$ cat src/rtl/pll_seq_pkg.sv
package pll_seq_pkg;

  localparam int unsigned WORD_W     = 32;
  localparam int unsigned BIT_PWRDN  = 24;
  localparam int unsigned BIT_IBYP   = 29;
  localparam int unsigned BIT_OBYP_N = 30;

  localparam logic [WORD_W-1:0] MASK_PWRDN  = WORD_W'(1) << BIT_PWRDN;
  localparam logic [WORD_W-1:0] MASK_IBYP   = WORD_W'(1) << BIT_IBYP;
  localparam logic [WORD_W-1:0] MASK_OBYP_N = WORD_W'(1) << BIT_OBYP_N;
  localparam logic [WORD_W-1:0] PARK_WORD   = MASK_PWRDN | MASK_IBYP;

  typedef enum logic [2:0] {
    ST_IDLE    = 3'd0,
    ST_PARK    = 3'd1,
    ST_LOAD    = 3'd2,
    ST_WAIT_PU = 3'd3,
    ST_WAIT_IB = 3'd4,
    ST_WAIT_OB = 3'd5,
    ST_FINISH  = 3'd6
  } seq_state_e;

endpackage

$ cat src/rtl/pll_rst_sync.sv
module pll_rst_sync #(
  parameter int unsigned STAGES = 2
) (
  input  logic clk,
  input  logic rst_n_i,
  output logic rst_n_o
);

  logic [STAGES-1:0] chain_q;

  always_ff @(posedge clk or negedge rst_n_i) begin
    if (!rst_n_i) begin
      chain_q <= '0;
    end else begin
      chain_q <= {chain_q[STAGES-2:0], 1'b1};
    end
  end

  assign rst_n_o = chain_q[STAGES-1];

endmodule

$ cat src/rtl/pll_settle_timer.sv
module pll_settle_timer #(
  parameter int unsigned CYCLES = 1000
) (
  input  logic clk,
  input  logic rst_n,
  input  logic load_i,
  input  logic run_i,
  output logic expired_o
);

  localparam int unsigned CNT_W = (CYCLES > 1) ? $clog2(CYCLES) : 1;
  localparam logic [CNT_W-1:0] RELOAD = CNT_W'(CYCLES - 1);

  logic [CNT_W-1:0] cnt_q, cnt_d;
  logic             cnt_en;

  always_comb begin
    cnt_en = 1'b0;
    cnt_d  = cnt_q;
    if (load_i) begin
      cnt_en = 1'b1;
      cnt_d  = RELOAD;
    end else if (run_i && (cnt_q != '0)) begin
      cnt_en = 1'b1;
      cnt_d  = cnt_q - 1'b1;
    end
  end

  always_ff @(posedge clk or negedge rst_n) begin
    if (!rst_n) begin
      cnt_q <= '0;
    end else if (cnt_en) begin
      cnt_q <= cnt_d;
    end
  end

  assign expired_o = run_i && (cnt_q == '0);

  // a load always restarts the full interval
  assert_timer_reload_R8: assert property (@(posedge clk) disable iff (!rst_n)
    load_i |=> (cnt_q == RELOAD));

endmodule

$ cat src/rtl/pll_seq_ctrl.sv
module pll_seq_ctrl
  import pll_seq_pkg::*;
(
  input  logic              clk,
  input  logic              rst_n,
  input  logic              start_i,
  input  logic [WORD_W-1:0] target_i,
  input  logic              settle_done_i,
  output logic              settle_load_o,
  output logic              settle_run_o,
  output logic [WORD_W-1:0] word_o,
  output logic              wr_o,
  output logic              busy_o,
  output logic              done_o
);

  seq_state_e        state_q, state_d;
  logic [WORD_W-1:0] word_q, word_d, tgt_q;
  logic              word_en, tgt_en;
  logic              wr_q, wr_d;
  logic              done_q, done_d;

  always_comb begin
    state_d       = state_q;
    word_d        = word_q;
    word_en       = 1'b0;
    tgt_en        = 1'b0;
    wr_d          = 1'b0;
    done_d        = 1'b0;
    settle_load_o = 1'b0;
    settle_run_o  = 1'b0;
    unique case (state_q)
      ST_IDLE: begin
        if (start_i) begin
          word_d  = word_q & ~MASK_OBYP_N;
          word_en = 1'b1;
          wr_d    = 1'b1;
          tgt_en  = 1'b1;
          state_d = ST_PARK;
        end
      end
      ST_PARK: begin
        word_d  = PARK_WORD;
        word_en = 1'b1;
        wr_d    = 1'b1;
        state_d = ST_LOAD;
      end
      ST_LOAD: begin
        word_d        = tgt_q;
        word_en       = 1'b1;
        wr_d          = 1'b1;
        settle_load_o = 1'b1;
        state_d       = ST_WAIT_PU;
      end
      ST_WAIT_PU: begin
        settle_run_o = 1'b1;
        if (settle_done_i) begin
          word_d        = tgt_q & ~MASK_PWRDN;
          word_en       = 1'b1;
          wr_d          = 1'b1;
          settle_load_o = 1'b1;
          state_d       = ST_WAIT_IB;
        end
      end
      ST_WAIT_IB: begin
        settle_run_o = 1'b1;
        if (settle_done_i) begin
          word_d        = word_q & ~MASK_IBYP;
          word_en       = 1'b1;
          wr_d          = 1'b1;
          settle_load_o = 1'b1;
          state_d       = ST_WAIT_OB;
        end
      end
      ST_WAIT_OB: begin
        settle_run_o = 1'b1;
        if (settle_done_i) begin
          word_d  = word_q | MASK_OBYP_N;
          word_en = 1'b1;
          wr_d    = 1'b1;
          state_d = ST_FINISH;
        end
      end
      ST_FINISH: begin
        done_d  = 1'b1;
        state_d = ST_IDLE;
      end
      default: state_d = ST_IDLE;
    endcase
  end

  always_ff @(posedge clk or negedge rst_n) begin
    if (!rst_n) begin
      state_q <= ST_IDLE;
      wr_q    <= 1'b0;
      done_q  <= 1'b0;
    end else begin
      state_q <= state_d;
      wr_q    <= wr_d;
      done_q  <= done_d;
    end
  end

  always_ff @(posedge clk or negedge rst_n) begin
    if (!rst_n) begin
      word_q <= '0;
    end else if (word_en) begin
      word_q <= word_d;
    end
  end

  always_ff @(posedge clk or negedge rst_n) begin
    if (!rst_n) begin
      tgt_q <= '0;
    end else if (tgt_en) begin
      tgt_q <= target_i;
    end
  end

  assign word_o = word_q;
  assign wr_o   = wr_q;
  assign busy_o = (state_q != ST_IDLE);
  assign done_o = done_q;

  // the first write of a sequence has the output bypass engaged
  assert_first_bypass_R2: assert property (@(posedge clk) disable iff (!rst_n)
    (state_q == ST_IDLE && start_i) |=> (wr_q && !word_q[BIT_OBYP_N]));

  // the power-up write leaves the PLL out of power-down
  assert_powerup_word_R5: assert property (@(posedge clk) disable iff (!rst_n)
    (wr_q && state_q == ST_WAIT_IB) |-> !word_q[BIT_PWRDN]);

  // done follows a write that released the output bypass
  assert_live_before_done_R7: assert property (@(posedge clk) disable iff (!rst_n)
    done_q |-> ($past(wr_q) && $past(word_q[BIT_OBYP_N])));

  // done lasts one cycle
  assert_done_single_R11: assert property (@(posedge clk) disable iff (!rst_n)
    done_q |=> !done_q);

  // the target is frozen while a sequence runs
  assert_target_frozen_R10: assert property (@(posedge clk) disable iff (!rst_n)
    (busy_o && start_i) |=> $stable(tgt_q));

endmodule

$ cat src/rtl/pll_reload_seq.sv
module pll_reload_seq
  import pll_seq_pkg::*;
#(
  parameter int unsigned REF_CLK_KHZ = 100000
) (
  input  logic        clk,
  input  logic        rst_n,
  input  logic        start_i,
  input  logic [31:0] target_i,
  output logic [31:0] pll_word_o,
  output logic        pll_wr_o,
  output logic        busy_o,
  output logic        done_o
);

  // one millisecond of reference clock, never below one cycle
  localparam int unsigned SETTLE_CYCLES = (REF_CLK_KHZ > 0) ? REF_CLK_KHZ : 1;

  logic rst_int_n;
  logic settle_load, settle_run, settle_done;

  pll_rst_sync #(.STAGES(2)) u_rst_sync (
    .clk     (clk),
    .rst_n_i (rst_n),
    .rst_n_o (rst_int_n)
  );

  pll_settle_timer #(.CYCLES(SETTLE_CYCLES)) u_timer (
    .clk       (clk),
    .rst_n     (rst_int_n),
    .load_i    (settle_load),
    .run_i     (settle_run),
    .expired_o (settle_done)
  );

  pll_seq_ctrl u_ctrl (
    .clk           (clk),
    .rst_n         (rst_int_n),
    .start_i       (start_i),
    .target_i      (target_i),
    .settle_done_i (settle_done),
    .settle_load_o (settle_load),
    .settle_run_o  (settle_run),
    .word_o        (pll_word_o),
    .wr_o          (pll_wr_o),
    .busy_o        (busy_o),
    .done_o        (done_o)
  );

  // no strobe outside a sequence
  assert_no_idle_strobe_R9: assert property (@(posedge clk) disable iff (!rst_int_n)
    !busy_o |-> !pll_wr_o);

  // busy is low while done pulses
  assert_done_not_busy_R11: assert property (@(posedge clk) disable iff (!rst_int_n)
    done_o |-> !busy_o);

endmodule

$ cat config.mk
export PLATFORM = sky130hd
export DESIGN_NAME = pll_reload_seq
export DESIGN_NICKNAME = d
export VERILOG_FILES = /design/src/rtl/pll_seq_pkg.sv /design/src/rtl/pll_rst_sync.sv /design/src/rtl/pll_settle_timer.sv /design/src/rtl/pll_seq_ctrl.sv /design/src/rtl/pll_reload_seq.sv
export SDC_FILE = /design/constraint.sdc
export NUM_CORES = 1
export LEC_CHECK = 0
export ABC_AREA = 1
export BUFFER_PORTS_ARGS = -buffer_cell sky130_fd_sc_hd__buf_4
export CAP_MARGIN = 30
export CORE_UTILIZATION = 30
export DETAILED_ROUTE_END_ITERATION = 12
export HOLD_SLACK_MARGIN = 0.15
export PLACE_DENSITY_LB_ADDON = 0.3
export SETUP_SLACK_MARGIN = 0.02
export SYNTH_ARGS = -nofsm -noshare
export SYNTH_HDL_FRONTEND = slang
export SYNTH_HIERARCHICAL = 1
export SYNTH_SLANG_ARGS = --single-unit
export TNS_END_PERCENT = 100
$ cat constraint.sdc
create_clock -name clk -period 2.8 [get_ports clk]
set_input_delay 0.28 -clock clk [delete_from_list [all_inputs] [get_ports clk]]
set_output_delay 0.28 -clock clk [all_outputs]
set_load 0.01 [all_outputs]
Yosys cells after proc, flatten, opt, wreduce, memory -nomap -nowiden

Index checks and enable logic that the tools add are counted.

Bits in registers: 88
Output and inout port bits: 35
Word-level logic and storage cells: 62

Equal/unequal tests: 10
Bitwise logic cells: 3
Add/sub/neg operators: 1
Reduce and logical (&&, ||, !) cells: 18
Mux-type cells: 21

Operators with widths:

| kind                                                                 | count |
|---|---|
| 32-bit one-hot mux with 6 select lines                               | 1 |
| 31-bit two-way mux                                                   | 2 |
| 17-bit two-way mux                                                   | 2 |
| 32-bit two-way mux                                                   | 1 |
| 30-bit two-way mux                                                   | 1 |
| 3-bit one-hot mux with 6 select lines                                | 1 |
| 6-bit AND reduction                                                  | 3 |
| 17-bit logical NOT                                                   | 1 |
| 17-bit nonzero test                                                  | 1 |
| 17-bit by 1-bit subtractor with 17-bit output, second input constant | 1 |
| 3-bit two-way mux                                                    | 4 |
| 3-bit == test, second input constant                                 | 3 |
| 2-bit != test, second input constant                                 | 4 |
| 1-bit two-way mux                                                    | 7 |
| 3-bit by 2-bit == test with 1-bit output, second input constant      | 2 |
| 3-bit nonzero test                                                   | 2 |
| 5-bit nonzero test                                                   | 1 |
| 4-bit AND reduction                                                  | 1 |
| 4-bit nonzero test                                                   | 1 |
| 2-bit OR reduction                                                   | 2 |
| 3-bit by 1-bit == test with 1-bit output, second input constant      | 1 |
| 3-bit logical NOT                                                    | 1 |
| 1-bit NOT                                                            | 3 |
| 1-bit one-hot mux with 3 select lines                                | 1 |
| 5 further kinds                                                      | 6 |

Logic depth before layout (Yosys ltp)

Gate-level depths: netlist of the first run.

Word-level depth: 8
Gate-level depth with buffers: 15
Gate-level depth less buffers: 13

By module

The synthesis of the first run kept the hierarchy.

By module, submodules not included:

| module           | cells an instance | area an instance (um^2) | seq. area each (um^2) | instances |
|---|---|---|---|---|
| pll_seq_ctrl     | 358               | 2971.6                  | 1726.7                | 1 |
| pll_settle_timer | 180               | 1171.1                  | 425.4                 | 1 |
| pll_rst_sync     | 3                 | 53.8                    | 50.0                  | 1 |

Worst setup path after synthesis of the first run

No wires, ideal clock.

Path kind: register to register
Start: register u_timer.cnt_q[0]
End: register u_timer.cnt_q[8]
Slack: 0.488 ns
Data required time: 2.682 ns
Library setup time: 0.118 ns
Path buffers: 2
Data arrival time: 2.194 ns
Stages on the path, launching flop included: 14
Cell sequence: dfrtp_1 -> inv_1 -> ha_1 -> nand2_2 -> nor2_2 -> and3_1 -> and2_1 -> inv_1 -> o21ai_0 -> clkbuf_1 -> inv_2 -> clkbuf_1 -> nand3_1 -> nand2_1

Cells in the longest elaborated chain, start to end: 6

RTL lines:

| what                                                                     | line                                   | text |
|---|---|---|
| start: declaration                                                       | pll_settle_timer.sv:14                 | `logic [CNT_W-1:0] cnt_q, cnt_d;` |
| start signal: assignment                                                 | pll_settle_timer.sv:33                 | `cnt_q <= cnt_d;` |
| 17-bit logical NOT *                                                     | pll_settle_timer.sv:37                 | `assign expired_o = run_i && (cnt_q == '0);` |
| 1-bit logical AND *                                                      | pll_settle_timer.sv:37                 |  |
| named net settle_done                                                    | pll_reload_seq.sv:20                   | `logic settle_load, settle_run, settle_done;` |
| 1-bit two-way mux *                                                      | pll_seq_ctrl.sv:57, pll_seq_ctrl.sv:67 |  |
| 1-bit one-hot mux with 2 select lines *                                  | pll_seq_ctrl.sv:32                     | `unique case (state_q)` |
| named net settle_load                                                    | pll_reload_seq.sv:20                   |  |
| 2-bit nonzero test (no line) / 1-bit two-way mux (equally long branches) | n/a                                    |  |
| 2-bit AND reduction (no line)                                            | n/a                                    |  |

Mark *: on every way through the listed nets, which the timed path passes. The rest lies on a longest branch. The select of a mux whose other input is x is not followed.
A chain may end at the register's enable or synchronous reset.

Final worst setup path of the first run

Start: register u_ctrl.state_q[2]
End: register u_timer.cnt_q[15]

Cells in the longest elaborated chain, start to end: 8

RTL lines:

| what                                                                             | line                                   | text |
|---|---|---|
| start: declaration                                                               | pll_seq_ctrl.sv:17                     | `seq_state_e state_q, state_d;` |
| start signal: assignment                                                         | pll_seq_ctrl.sv:98                     | `state_q <= state_d;` |
| 3-bit by 2-bit == test with 1-bit output / 3-bit == test (equally long branches) | pll_seq_ctrl.sv:32                     |  |
| 3-bit OR reduction (no line) *                                                   | n/a                                    |  |
| 1-bit two-way mux *                                                              | pll_seq_ctrl.sv:32                     |  |
| named net settle_run                                                             | pll_reload_seq.sv:20                   |  |
| 1-bit logical AND *                                                              | pll_settle_timer.sv:37                 |  |
| named net settle_done                                                            | pll_reload_seq.sv:20                   |  |
| 1-bit two-way mux *                                                              | pll_seq_ctrl.sv:57, pll_seq_ctrl.sv:67 |  |
| 1-bit one-hot mux with 2 select lines *                                          | pll_seq_ctrl.sv:32                     |  |
| named net settle_load                                                            | pll_reload_seq.sv:20                   |  |
| 2-bit nonzero test (no line) / 1-bit two-way mux (equally long branches)         | n/a                                    |  |
| 2-bit AND reduction (no line)                                                    | n/a                                    |  |

Mark *: on every way through the listed nets, which the timed path passes. The rest lies on a longest branch.

==> metrics.txt, run 1 <==
status finished, final reports clean; Final min period 2.45 ns; number of CTS-inserted buffers 9; Syn Inst Count 541; critical path class reg2reg; Total Die Area 0.0145 mm2; total wire length 9570 um; vias in the first global route between 3,000 and 4,000; HP Start target_i[25]; final core occ 38.6%; unrepaired setup endpoints after global routing no; GR Overflow Total 0; final cell count without fillers 786; top cell type's share of synthesized area 52.5%; share of layout cells above drive strength 1 17.9%; Mapped Area about 0.0042 mm2; Req. time, crit path 3.07 ns; row count between 40 and 50; Fmax 0.408 GHz; syn_area_per_cell slightly below 8 um2; die width around 120 um; flop-to-flop setup slack 0.35 ns; initial antenna violation count 0; unique cell type count in the Yosys netlist 29; DR pass1 iterations 5; detailed placement HPWL 6560 um; post-CTS setup buffer count 0; Final Hold Fails 0; initial core utilization just over 30%; IO Port Bufs just under 70; R2R Path Start u_ctrl/state_q[2]; GRT Total Usage 14.5%; worst vdd ir 0.350 mV; Fin Hold WS 0.185 ns; CTS tree built; CP most frequent cell nand2_1; CP Capture Type register; cell family with most CP delay simple AND/OR/NAND/NOR gates; Root Driver clkbuf_16; routed via count about 3,600; Setup TNS Final 0 ns; CP max stage cell dfrtp_1; drt via density 4.52; initial drt markers 217; Worst Hold Depth 3; clk buf depth 2; CP peak stage delay 0.53 ns; pwr dens about 1200 mW/mm2; synth top area cells dfrtp_1 (52%), nand2_1 (13%), nor2_1 (8.7%); slew margin rel. a little over three fifths; RD Place Congestion 0.835; yosys warns 6; Final Slew Violations 0; r2r worst-path depth 12; Worst EP arrival 2.73 ns; Placement Setup Slack 0.297 ns; CP Buf/Inv Count 3; IO Pins 70; final-report setup violation count 0; Die Ht 120 um; largest net degree at the start of global routing 50; #FFs+latches synth 88; dpl cells 769; Nets 641; ANT cells 0; first-pass GRT wire length 16,600 um; crit path launch type register; cell taking the most area after synthesis dfrtp_1; Mapped Nets slightly below 600; DRC 0; Hold Path Class in2reg; post-synthesis sequential area ratio 52.5%; max cap viols 0; worst r2r dst u_timer/cnt_q[15]; worst skew pair latency 0.34 ns; WL/cell between 10 and 15 um; Final Skew 0.00853 ns; CTS H-tree lvls 3; antenna-violating nets left 0; Setup WS post-layout 0.347 ns; measured slew at the worst slew-check pin 0.551 ns; CTS sink cnt 88; Layout area overhead 23.6%; core area 0.0135 mm2; Critical Path, Cell by Cell inv_2 > nand2_1 > nand2_1 > nand2_1 > and3_1 > and2_1 > inv_1 > o21ai_1 > inv_4 > nand2_4 > nand2_1 > nand2_1; Hold Path End u_ctrl/tgt_q[25]; Leak approximately 0.0028 uW; final cycle utilization of the critical path 87.6%; CP max FO 25; CTS clk-pin slew, worst paths 0.06 ns
==> what timing repair did <==
action	4_1_cts	5_1_grt
hold buffers	1	0
hold endpoints to repair	2	0
resized for setup	0	2
endpoints found under the setup margin	0	13
==> metal layers <==
metal	vias to the layer above	share of wire [%]	global-route usage [%]
met5	-	0	0
met4	0	0.80	5.48
met3	6	4.7	3.30
met2	74	47	23.5
met1	1667	47	18.8
li1	1803	-	-
==> flip-flops by register name, summed over array words and instances, names as in the netlist <==
register / flops
u_ctrl/tgt_q: 32
u_timer/cnt_q: 17
u_ctrl/wr_o: 1
u_ctrl/word_o: 32
u_rst_sync/chain_q: 2
u_ctrl/state_q: 3
u_ctrl/done_o: 1
==> cell type report <==
cell class,count,area (um2)
clock inverters,4,45.0
inverters,53,201
fillers,1411,8260
multi-input cells,375,1660
flip-flops and latches,88,2210
repair buffers,78,621
well taps,176,220
clock buffers,12,236
==> logic make-up after synthesis <==
logic type                 share of synthesized area, %
and+or+nand+nor                                    29.6
DFF                                                52.5
buffers and inverters                              8.11
AOI/OAI and AO/OA                                  8.83
xor gates and xnor gates                          0.626
adders and majority gates                         0.298
other                                            0.0894
==> report_power, final <==
group | internal, uW | switching, uW
Clock | 687 | 463
Combinational | 1040 | 1650
Sequential | 1830 | 357
==> worst register-to-register path, delay by kind of cell, from the launching register on <==
| family | cells | cell delay [ns] |
|---|---|---|
| DFF | 1 | 0.53 |
| buffers and inverters | 3 | 0.43 |
| AOI/OAI and AO/OA | 1 | 0.29 |
| and+or+nand+nor | 8 | 1.16 |
==> how the worst max path moves through the flow <==
stage / slack (ns) / cells after the start / start / endpoint
5_1_grt: 0.13 / 12 / u_ctrl/state_q[2] / u_timer/cnt_q[15]
3_5_place_dp: 0.30 / 12 / u_ctrl/state_q[2] / u_timer/cnt_q[5]
2_1_floorplan: 0.17 / 0 / u_rst_sync/chain_q[1] / u_ctrl/done_o
3_3_place_gp: 0.10 / 10 / u_ctrl/state_q[2] / u_ctrl/word_o[31]
6_report: 0.35 / 12 / u_ctrl/state_q[2] / u_timer/cnt_q[15]
4_1_cts: 0.28 / 12 / u_ctrl/state_q[2] / u_timer/cnt_q[4]
==> placed cells by master (no fill, tap or decap), drive strengths merged, types with 2 or more instances in the layout <==
cell    instances
a21oi          31
nor3            2
dfrtp          88
nor2          100
buf            77
o21ai          40
inv            53
nand3b          5
or2             3
xor2            2
clkbuf         12
nand2         149
nand3          35
clkinv          3
==> metrics by stage <==
step                      area, um2  power, uW
final                          5190       6030
after CTS                      5190       6120
after floorplan                4200       4060
after detailed placement       4890       4930
after global placement         4870       4780
after global routing           5190       6640
==> synth_stat cells <==
cell type  count
nor3_1         1
nor2_2         3
xnor2_1        1
conb_1         1
nand2_4        2
nand2_2        3
buf_4          1
o21ai_0       40
xor2_1         2
dfrtp_1       88
nor3_4         1
clkbuf_1       9
nand3_2        1
a22oi_1        1
inv_2          4
or2_2          3
o211ai_1       1
and2_1         1
nand2_1      144
inv_1         49
buf_6          4
a21oi_1       31
and3_1         1
nand3_1       34
ha_1           1
nor2_1        97
buf_2         11
nand3b_1       5
nand4_1        1
Power figures use the tool's default switching activity.
==> inputs of run 2 (changes only) <==
SYNTH_HIERARCHICAL = default   (was 1)
==> metrics.txt, run 2 <==
status finished, final reports clean; Fin Hold WS 0.157 ns (-0.0279 ns); yosys warns 0 (-6); slew margin rel. 59.6% (-3.6 points); Leak 0.00278 uW (-0.52%); Commonest cells post-synth nand2_1 (170), dfrtp_1 (88), inv_1 (56); DRC 0 (unchanged); CTS clk-pin slew, worst paths 0.07 ns (about the same); Syn Inst Count 541 (unchanged); critical path class reg2reg; worst vdd ir 0.432 mV (+23%); RD Place Congestion 0.827 (-1.1%); vias in the first global route 3,687 (+5.1%); CP endpoint u_ctrl.word_o[10]; CTS sink cnt 88 (unchanged); cell taking the most area after synthesis dfrtp_1; Final Hold Fails 0 (unchanged); post-CTS setup buffer count 0 (unchanged); flop-to-flop setup slack 0.57 ns (+0.23 ns); synth top area cells dfrtp_1 (51%), nand2_1 (15%), nand4_1 (5.2%); most frequent cells in the layout nand2_1 (170), dfrtp_1 (87), buf_4 (73), inv_1 (56), nor2_1 (55); top sig layer met4; unique cell type count in the Yosys netlist 28 (-3.4%); final cycle utilization of the critical path 79.5% (-8.1 points); total wire length 10,600 um (+11%); fraction of registers with async set/reset 100% (unchanged); Fmax 0.449 GHz (+10%); worst r2r dst u_ctrl.word_o[10]; Final Skew 0.00938 ns (+0.000849 ns); metal2 WL 4870 um (+7.2%); clk buf depth 2 (unchanged); Hold Path Class in2reg; Filler cells 1,418 (+0.50%); r2r worst-path depth 11 (-1); share of layout cells above drive strength 1 18.0% (+0.12 points); post-synthesis sequential area ratio 50.8% (-1.7 points); CP Capture Type register; CTS tree built; CTS H-tree lvls 3 (unchanged); Mapped Area 0.00433 mm2 (+3.2%); max cap viols 0 (unchanged); number of CTS-inserted buffers 9 (unchanged); worst skew pair latency 0.34 ns (about the same); #FFs+latches synth 88 (unchanged); commonest non-fill, non-tap cell in the layout nand2_1; Worst Setup SP u_timer.cnt_q[0]; Req. time, crit path 3.03 ns (-0.04 ns); GRT Total Usage 15.5% (+1.0 points); first-pass GRT wire length 18,000 um (+8.2%); largest net degree at the start of global routing 64 (+28%); Layout area overhead 25.0%; routed via count 3,730 (+5.1%); M1 wire length 5100 um (+13%); initial drt markers 204 (-6.0%); core area 0.0140 mm2 (+4.0%); top-count cell post-synth nand2_1; Setup TNS Final 0 ns (unchanged); syn_area_per_cell 8.01 um2 (+3.2%); Total Die Area 0.0149 mm2 (+3.2%); Nets 654 (+2.0%); Mapped Nets 583 (+1.0%); Root Driver clkbuf_16; CP max FO 35 (+40%); final instance area 0.00542 mm2 (+4.4%); detailed placement HPWL 7270 um (+11%); WL/cell 13.3 um (+9.4%); DR pass1 iterations 4 (-1); row count 43 (+2.4%); pwr dens 1040 mW/mm2 (-10%); IO Pins 70 (unchanged); Final min period 2.23 ns (-0.226 ns); GR Overflow Total 0 (unchanged); number of flops mapped to enable cells by yosys 0 (unchanged); crit path launch type register; top cell type's share of synthesized area 50.8% (-1.7 points); Synth Flop Type dfrtp_1; final-report setup violation count 0 (unchanged); unrepaired setup endpoints after global routing no; ANT cells 0 (unchanged); antenna-violating nets left 0 (unchanged); die width 122 um (+1.6%); initial antenna violation count 0 (unchanged); R2R Path Start u_timer.cnt_q[0]; drt via density 4.68 (+3.6%); met3 wire length 479 um (+6.7%); Worst EP arrival 2.45 ns (-0.28 ns); Final Slew Violations 0 (unchanged); measured slew at the worst slew-check pin 0.606 ns (+0.0547 ns); placed cell area 0.00499 mm2 (+1.9%); Die Ht 122 um (+1.6%); IO Port Bufs 69 (unchanged); initial core utilization 31.0% (-0.22 points)
-- run 2: cell families after synthesis --
logic type / share of synthesized area [%]
XOR/XNOR: 0.202
other: 0.0865
AO/OA/AOI/OAI: 6.44
adder cells (fa/ha/maj): 2.02
buffers and inverters: 8.75
flip-flops: 50.8
AND/OR/NAND/NOR: 31.7
-- run 2: stage by stage --
step | total power, uW | setup WS, ns | cells | utilization (%)
floorplan | 3580 | 0.167 | 541 | -
global placement | 4280 | 0.641 | 771 | 35.7
detailed placement | 4340 | 0.550 | 771 | 35.7
CTS | 5720 | 0.543 | 796 | 38.7
global route | 6120 | 0.288 | 797 | 38.7
finish | 5650 | 0.573 | 797 | 38.7
-- run 2: worst min path at each step --
| stage | startpoint | end | slack, ns | depth (start not counted) |
|---|---|---|---|---|
| after global routing | target_i[13] | u_ctrl.tgt_q[13] | 0.15 | 3 |
| after detailed placement | rst_n | u_rst_sync.chain_q[0] | 0.06 | 1 |
| after CTS | target_i[13] | u_ctrl.tgt_q[13] | 0.15 | 3 |
| after global placement | rst_n | u_rst_sync.chain_q[0] | 0.06 | 1 |
| final | target_i[13] | u_ctrl.tgt_q[13] | 0.16 | 3 |
| after floorplan | rst_n | u_rst_sync.chain_q[0] | -0.02 | 0 |
-- run 2: layout make-up --
class | instances | area (um2) | area share, %
sequential | 88 | 2210 | 40.7
multi-input combinational | 367 | 1760 | 32.4
timing repair buffer | 84 | 668 | 12.3
clock buffer | 11 | 243 | 4.48
inverter | 62 | 233 | 4.30
tap | 180 | 225 | 4.16
clock inverter | 5 | 87.6 | 1.62
-- run 2: per-layer routing --
metal | up-vias | global-route usage, %
met4 | 0 | 4.80
li1 | 1860 | -
met2 | 86 | 24.1
met1 | 1771 | 21.0
met5 | - | 0
met3 | 13 | 4.03
-- run 2: timing repair --
| action | CTS | global route |
|---|---|---|
| gates resized for setup | 0 | 0 |
| hold buffers | 9 | 1 |
| endpoints found under the hold margin | 10 | 1 |
-- run 2: power by group --
group          switching [uW]  internal (uW)
sequential                298           1780
clock                     520            817
combinational            1460            781
total                    2280           3370
-- run 2: critical path: stages (launching register included) --
cell,delay [ns]
dfrtp_1,0.38
inv_1,0.13
ha_1,0.17
inv_1,0.04
nor2_1,0.07
nand2_1,0.06
nor2_2,0.17
nand3_2,0.13
nand2_4,0.33
nand3_4,0.39
nand2_1,0.16
nand2_1,0.07
